### config.mk
export PLATFORM = sky130hd
export DESIGN_NAME = dma_evt_status
export DESIGN_NICKNAME = d
export VERILOG_FILES = /design/src/rtl/dma_evt_status.sv
export SDC_FILE = /design/constraint.sdc
export NUM_CORES = 1
export LEC_CHECK = 0
export BUFFER_PORTS_ARGS = -buffer_cell sky130_fd_sc_hd__buf_2
export CAP_MARGIN = 20
export CORE_ASPECT_RATIO = 0.75
export CORE_UTILIZATION = 30
export DETAILED_ROUTE_END_ITERATION = 7
export SLEW_MARGIN = 25
export SYNTH_ARGS = -nofsm -noshare
export SYNTH_HDL_FRONTEND = slang
export SYNTH_SLANG_ARGS = --single-unit
export TNS_END_PERCENT = 50
### constraint.sdc
create_clock -name clk -period 1.7 [get_ports clk]
set_input_delay 0 -clock clk [delete_from_list [all_inputs] [get_ports clk]]
set_output_delay 0 -clock clk [all_outputs]
set_load 0.01 [all_outputs]
### src/rtl/dma_evt_status.sv
module dma_evt_status #(
  parameter int NCH = 4,
  parameter int AW  = 12,
  parameter int DW  = 32
) (
  input  logic           clk,
  input  logic           rst_n,
  input  logic [NCH-1:0] evt_done,
  input  logic [NCH-1:0] evt_src_err,
  input  logic [NCH-1:0] evt_dst_err,
  input  logic [NCH-1:0] evt_cfg_err,
  input  logic [NCH-1:0] ch_active,
  input  logic [NCH-1:0] ie_done,
  input  logic [NCH-1:0] ie_err,
  input  logic [AW-1:0]  reg_addr,
  input  logic           reg_wr,
  input  logic [DW-1:0]  reg_wdata,
  output logic [DW-1:0]  reg_rdata,
  output logic           irq,
  output logic [DW-1:0]  prio_cfg,
  output logic [DW-1:0]  arb_cfg
);
  localparam int NCLS = 4;
  localparam logic [AW-1:0] A_MSK  = AW'(12'h800);
  localparam logic [AW-1:0] A_RAW  = AW'(12'h810);
  localparam logic [AW-1:0] A_BUSY = AW'(12'h820);
  localparam logic [AW-1:0] A_PRIO = AW'(12'h824);
  localparam logic [AW-1:0] A_ARB  = AW'(12'h828);

  logic [NCLS-1:0][NCH-1:0] evt_all, en_all, raw_all, msk_all;

  assign evt_all = {evt_cfg_err, evt_dst_err, evt_src_err, evt_done};
  assign en_all  = {ie_err, ie_err, ie_err, ie_done};

  for (genvar k = 0; k < NCLS; k++) begin : g_cls
    logic [NCH-1:0] raw_q;
    logic [NCH-1:0] clr;
    logic           hit;

    assign hit = reg_wr && (reg_addr == A_RAW + AW'(4 * k));
    assign clr = hit ? reg_wdata[NCH-1:0] : '0;

    always_ff @(posedge clk) begin
      if (!rst_n) raw_q <= '0;
      else        raw_q <= (raw_q & ~clr) | evt_all[k];
    end

    assign raw_all[k] = raw_q;
    assign msk_all[k] = raw_q & en_all[k];


    evt_wins_chk: assert property (@(posedge clk) disable iff (!rst_n)
      (|evt_all[k]) |=> ((raw_all[k] & $past(evt_all[k])) == $past(evt_all[k])));


    clear_chk: assert property (@(posedge clk) disable iff (!rst_n)
      (hit && evt_all[k] == '0) |=> ((raw_all[k] & $past(reg_wdata[NCH-1:0])) == '0));


    hold_chk: assert property (@(posedge clk) disable iff (!rst_n)
      (!reg_wr && evt_all[k] == '0) |=> $stable(raw_all[k]));
  end

  assign irq = |msk_all;


  irq_quiet_chk: assert property (@(posedge clk) disable iff (!rst_n)
    (raw_all == '0) |-> !irq);

  always_ff @(posedge clk) begin
    if (!rst_n) begin
      prio_cfg <= '0;
      arb_cfg  <= '0;
    end else if (reg_wr) begin
      if (reg_addr == A_PRIO) prio_cfg <= reg_wdata;
      if (reg_addr == A_ARB)  arb_cfg  <= reg_wdata;
    end
  end


  arb_store_chk: assert property (@(posedge clk) disable iff (!rst_n)
    (reg_wr && reg_addr == A_ARB) |=> (arb_cfg == $past(reg_wdata)));

  always_comb begin
    reg_rdata = '0;
    for (int k = 0; k < NCLS; k++) begin
      if (reg_addr == A_MSK + AW'(4 * k)) reg_rdata[NCH-1:0] = msk_all[k];
      if (reg_addr == A_RAW + AW'(4 * k)) reg_rdata[NCH-1:0] = raw_all[k];
    end
    if (reg_addr == A_BUSY) reg_rdata[NCH-1:0] = ch_active;
    if (reg_addr == A_PRIO) reg_rdata = prio_cfg;
    if (reg_addr == A_ARB)  reg_rdata = arb_cfg;
  end
endmodule

; ---- After elaboration in Yosys (flattened, before gate mapping)
; Cells that the tools add are included.
[word_totals]
ff_bits = 80
input_bits = 75
[classes]
n_eq_ne = 11
n_mux = 15
bitwise = 16
reduce_logical = 7
[op_table]
columns = op, count
row1 = "12-bit == test, second input constant", 11
row2 = 32-bit 2-to-1 mux, 2
row3 = 4-bit 2-to-1 mux, 13
row4 = 4-bit bitwise AND, 8
row5 = 4-bit inverter, 4
row6 = 4-bit bitwise OR, 4
row7 = 16-bit OR reduction, 1
row8 = 1-bit logical AND, 4
row9 = 2-bit AND reduction, 2

; ---- Depth between registers and ports, before layout
[logic_depth]
ltp_word = 12
depth_mapped = 7
ltp_nobuf = 4

; ---- Worst setup path before layout
; No wires, ideal clock.
[synth_path]
path_kind = input -> register
from = input port reg_addr[1]
to = register g_cls[0].raw_q[0]
setup_time_ps = 115
arrival_time_ps = 1206
required_ps = 1585
slack_ps = 380
stages = 4
cell_sequence = buf_4 > or4_4 > o31a_2 > o21a_1
[synth_via]
elab_chain_cells = 6
[synth_lines]
columns = element, line_no
row1 = from (decl), 15  ; input logic [AW-1:0] reg_addr,
row2 = 12-bit == test, 40  ; assign hit = reg_wr && (reg_addr == A_RAW + AW'(4 * k));
row3 = 1-bit logical AND, 40
row4 = 4-bit 2-to-1 mux, 41  ; assign clr = hit ? reg_wdata[NCH-1:0] : '0;
row5 = 4-bit inverter, 45  ; else raw_q <= (raw_q & ~clr) | evt_all[k];
row6 = 4-bit bitwise AND, 45
row7 = 4-bit bitwise OR, 45
row8 = to (signal assigned), 45
row9 = to (decl), 36  ; logic [NCH-1:0] raw_q;
; No other way between the ends.
; A chain may end at the register's enable or synchronous reset.

; ---- Worst setup path in the final report
[layout_path]
from = register g_cls[1].raw_q[3]
to = output port reg_rdata[3]
[layout_via]
elab_chain_cells = 10
[layout_lines]
columns = element, line_no
row1 = from (decl), 36
row2 = from (signal assigned), 45
row3 = 4-bit bitwise AND, 49  ; assign msk_all[k] = raw_q & en_all[k];
row4 = 4-bit 2-to-1 mux, 87  ; if (reg_addr == A_MSK + AW'(4 * k)) reg_rdata[NCH-1:0] = msk_all[k];
row5 = 4-bit 2-to-1 mux *, 88  ; if (reg_addr == A_RAW + AW'(4 * k)) reg_rdata[NCH-1:0] = raw_all[k];
row6 = 4-bit 2-to-1 mux *, 87
row7 = 4-bit 2-to-1 mux *, 88
row8 = 4-bit 2-to-1 mux *, 87
row9 = 4-bit 2-to-1 mux *, 88
row10 = 4-bit 2-to-1 mux *, 90  ; if (reg_addr == A_BUSY) reg_rdata[NCH-1:0] = ch_active;
row11 = 32-bit 2-to-1 mux *, 91  ; if (reg_addr == A_PRIO) reg_rdata = prio_cfg;
row12 = 32-bit 2-to-1 mux *, 92  ; if (reg_addr == A_ARB) reg_rdata = arb_cfg;
row13 = to (decl), 18  ; output logic [DW-1:0] reg_rdata,
; Mark *: on every way between the ends. The rest lies on a longest branch, timed or not.

==> metrics <==
outcome finished with violations; failing checks setup timing; total gr overflow 0; CTS buffer count 9; worst-margin pin slew 0.444 ns; top-area cell type share of the netlist area 0.388; Seq/Total Area, Yosys 0.388; drt total wl 13500 µm; Crit Path Max Fanout 4; Yosys warnings 0; RSZ-0062 raised after global routing yes; Slew headroom 0.704; internal power 3.48 mW; Sum Neg Setup Slack -0.134 ns; ranking of synthesized cells by area dfxtp_1 39%, mux2i_1 9.0%, a22o_1 5.9%; first-pass GRT wire length 21200 µm; ANT cells 0; FP Rows 36; Syn Inst Count 434; final cell count without fillers 818; vias in the first global route 4152; dominant synthesized flop cell dfxtp_1; Syn Nets 509; EDFF count, synth 0; Setup Viol. Count Final 2; maximum capacitance violations 0; Initial DRC Count 181; total number of vias 4229; Reg power frac 0.423; initial core utilization 0.312; Inst Count DP 754; Post-DP HPWL 9490 µm; fin. max-slew vios 0; clk root buf clkbuf_16; largest area contributor in the synthesized netlist dfxtp_1; die height 104 µm; clk_skew 0 ns; Psw 1.09 mW; critical path capture point type primary output; setup slack after layout -0.128 ns; LEAKAGE 2.77 nW; CTS max path bufs 2; Clock Pin Slew Worst Setup and Hold Paths 0.07 ns; gpl congestion 0.847; Fmax achieved 0.547 GHz; routing usage on met2 0.309; # DRC 0; Area growth, synth to finish 45.3%; antenna violations before repair 0; Min Clock Period, post-route 1.83 ns; IO Count 172; critical path's largest stage delay 0.46 ns; postcts setup bufs 0; fin nets 717; most frequent cell after synthesis dfxtp_1; vias per inst 5.17; WP data required 1.70 ns; crit path cell chain or4b_1, mux2i_1, o32ai_1, a221o_1, buf_2; FF+latch count, synth 80; fin crit share 1.08; Clock Latency Late Sink 0.33 ns; syn_area_per_cell 9.50 µm²; critical path's slowest cell or4b_1; H-tree lvl count 3; Post-synth ARST share 0; sw frac 0.238; clock sink total 80; All-Layer GR Usage 0.190; met1 Use GR 0.249; GR Util met3 0.0401; synth cell count leaders 80 x dfxtp_1, 39 x nand3_1, 37 x mux2i_1, 37 x nand2_1, 36 x nor2b_1; synthesized area 0.00412 mm²; Die Wd 137 µm; I/O Buffers 171; Top Usage Layer GRT met2; endpoints failing hold 0; core area 0.0132 mm²; Comb power frac 0.103; worst path arrival time 1.83 ns; Filler cells 1279; largest net degree at the start of global routing 53; share of layout cells above drive strength 1 0.365; Initial DRT Pass Iterations 4; PD cells 763 mW/mm²; Die ar. 0.0142 mm²; crit path kind register to primary output; worst vdd ir 0.437 mV; CP Launch Type register; WL/cell 16.5 µm; Hold Crit Class primary input to register; Netlist cell types 55; CTS tree yes; clock network power share 0.474; Final ANT Viol Nets 0
routing by layer:
| metal | part of all wire | vias to the layer above | routed length [µm] |
|---|---|---|---|
| met2 | 0.47 | 141 | 6380 |
| met1 | 0.45 | 2053 | 6110 |
| met5 | 0 | - | 0 |
| met4 | 0.014 | 0 | 189 |
| met3 | 0.059 | 15 | 795 |
| li1 | - | 2020 | - |
repair_timing:
item	in CTS	in global routing
setup endpoints to repair	3	4
pin swaps	0	2
hold buffers	48	0
gates resized for setup	2	7
hold endpoints to repair	80	0
through the flow:
stage               power (mW)   util  hold WS, ns  setup slack, ns  cell area (µm²)
floorplan                 2.17      -        0.124            0.380             4120
global placement          2.34  0.390        0.209           0.0724             5150
detailed placement        2.35  0.390        0.213           0.0882             5150
CTS                       4.62  0.452       0.0463           -0.159             5960
global route              4.74  0.454       0.0801           -0.186             5990
finish                    4.57  0.454       0.0598           -0.128             5990
area by class of cell:
type	count	area, µm²	share of cell area
clock buffer	9	225	0.0376
clock inverter	7	109	0.0182
inverter	1	3.75	0.000627
multi-input combinational	316	2320	0.387
sequential	80	1610	0.268
tap	171	214	0.0357
timing repair buffer	234	1510	0.252
critical path, delay by kind of cell, from the launching register on:
| kind | cells | cell delay, ns |
|---|---|---|
| and+or+nand+nor | 1 | 0.46 |
| muxes | 1 | 0.14 |
| AOI/OAI and AO/OA | 2 | 0.41 |
| DFF | 1 | 0.33 |
| buffers and inverters | 1 | 0.14 |
logic make-up (layout without fill, tap and decap cells):
group | Yosys count | after routing | share of synthesized area
buffers and inverters | 38 | 251 | 0.0549
AND/OR/NAND/NOR | 150 | 150 | 0.216
flip-flops | 80 | 80 | 0.388
multiplexers | 38 | 38 | 0.0925
AO/OA/AOI/OAI | 128 | 128 | 0.248
power by group through the flow:
stage / Sequential, mW / Combinational [mW] / Clock (mW)
after floorplan: 1.96 / 0.210 / 0
after global placement: 1.97 / 0.372 / 0
after detailed placement: 1.97 / 0.378 / 0
after CTS: 1.93 / 0.465 / 2.22
after global routing: 1.93 / 0.509 / 2.30
final: 1.93 / 0.470 / 2.17
flip-flops by register name (all words and copies together), names as in the netlist:
signal,count
g_cls.raw_q,16
arb_cfg,32
prio_cfg,32
worst paths after layout:
path                                 from                            to  slack [ns]  depth (start not counted)
max          g_cls[1].raw_q[3]$_SDFF_PN0_                  reg_rdata[3]       -0.13                          5
min                                reg_wr      prio_cfg[1]$_SDFFE_PN0P_        0.06                          3
max reg2reg  g_cls[1].raw_q[0]$_SDFF_PN0_  g_cls[1].raw_q[0]$_SDFF_PN0_        0.96                          2
min reg2reg     prio_cfg[30]$_SDFFE_PN0P_     prio_cfg[30]$_SDFFE_PN0P_        0.47                          2
cells in the final DEF, fill, tap and decap left out, drive strengths merged, types with 2 or more instances in the layout:
| cell | Yosys | layout |
|---|---|---|
| o31a | 12 | 12 |
| o21a | 20 | 20 |
| o32ai | 2 | 2 |
| o21bai | 3 | 3 |
| nor2 | 8 | 8 |
| or3 | 2 | 2 |
| nand3 | 39 | 39 |
| a22oi | 4 | 4 |
| nor3 | 2 | 2 |
| a311oi | 4 | 4 |
| bufinv | 0 | 2 |
| buf | 21 | 186 |
| nand2b | 3 | 3 |
| a22o | 28 | 28 |
| nor4b | 4 | 4 |
| a21boi | 32 | 32 |
| dlygate4sd3 | 0 | 48 |
| mux2i | 37 | 37 |
| a21oi | 2 | 2 |
| o22ai | 2 | 2 |
| dfxtp | 80 | 80 |
| nor2b | 36 | 36 |
| nor3b | 5 | 5 |
| a222oi | 2 | 2 |
| o21ai | 8 | 8 |
| or4b | 3 | 3 |
| inv | 1 | 5 |
| nand2 | 38 | 38 |
| nand4 | 4 | 4 |
| clkbuf | 16 | 9 |
Note: power is estimated with default switching activity, not from simulation.
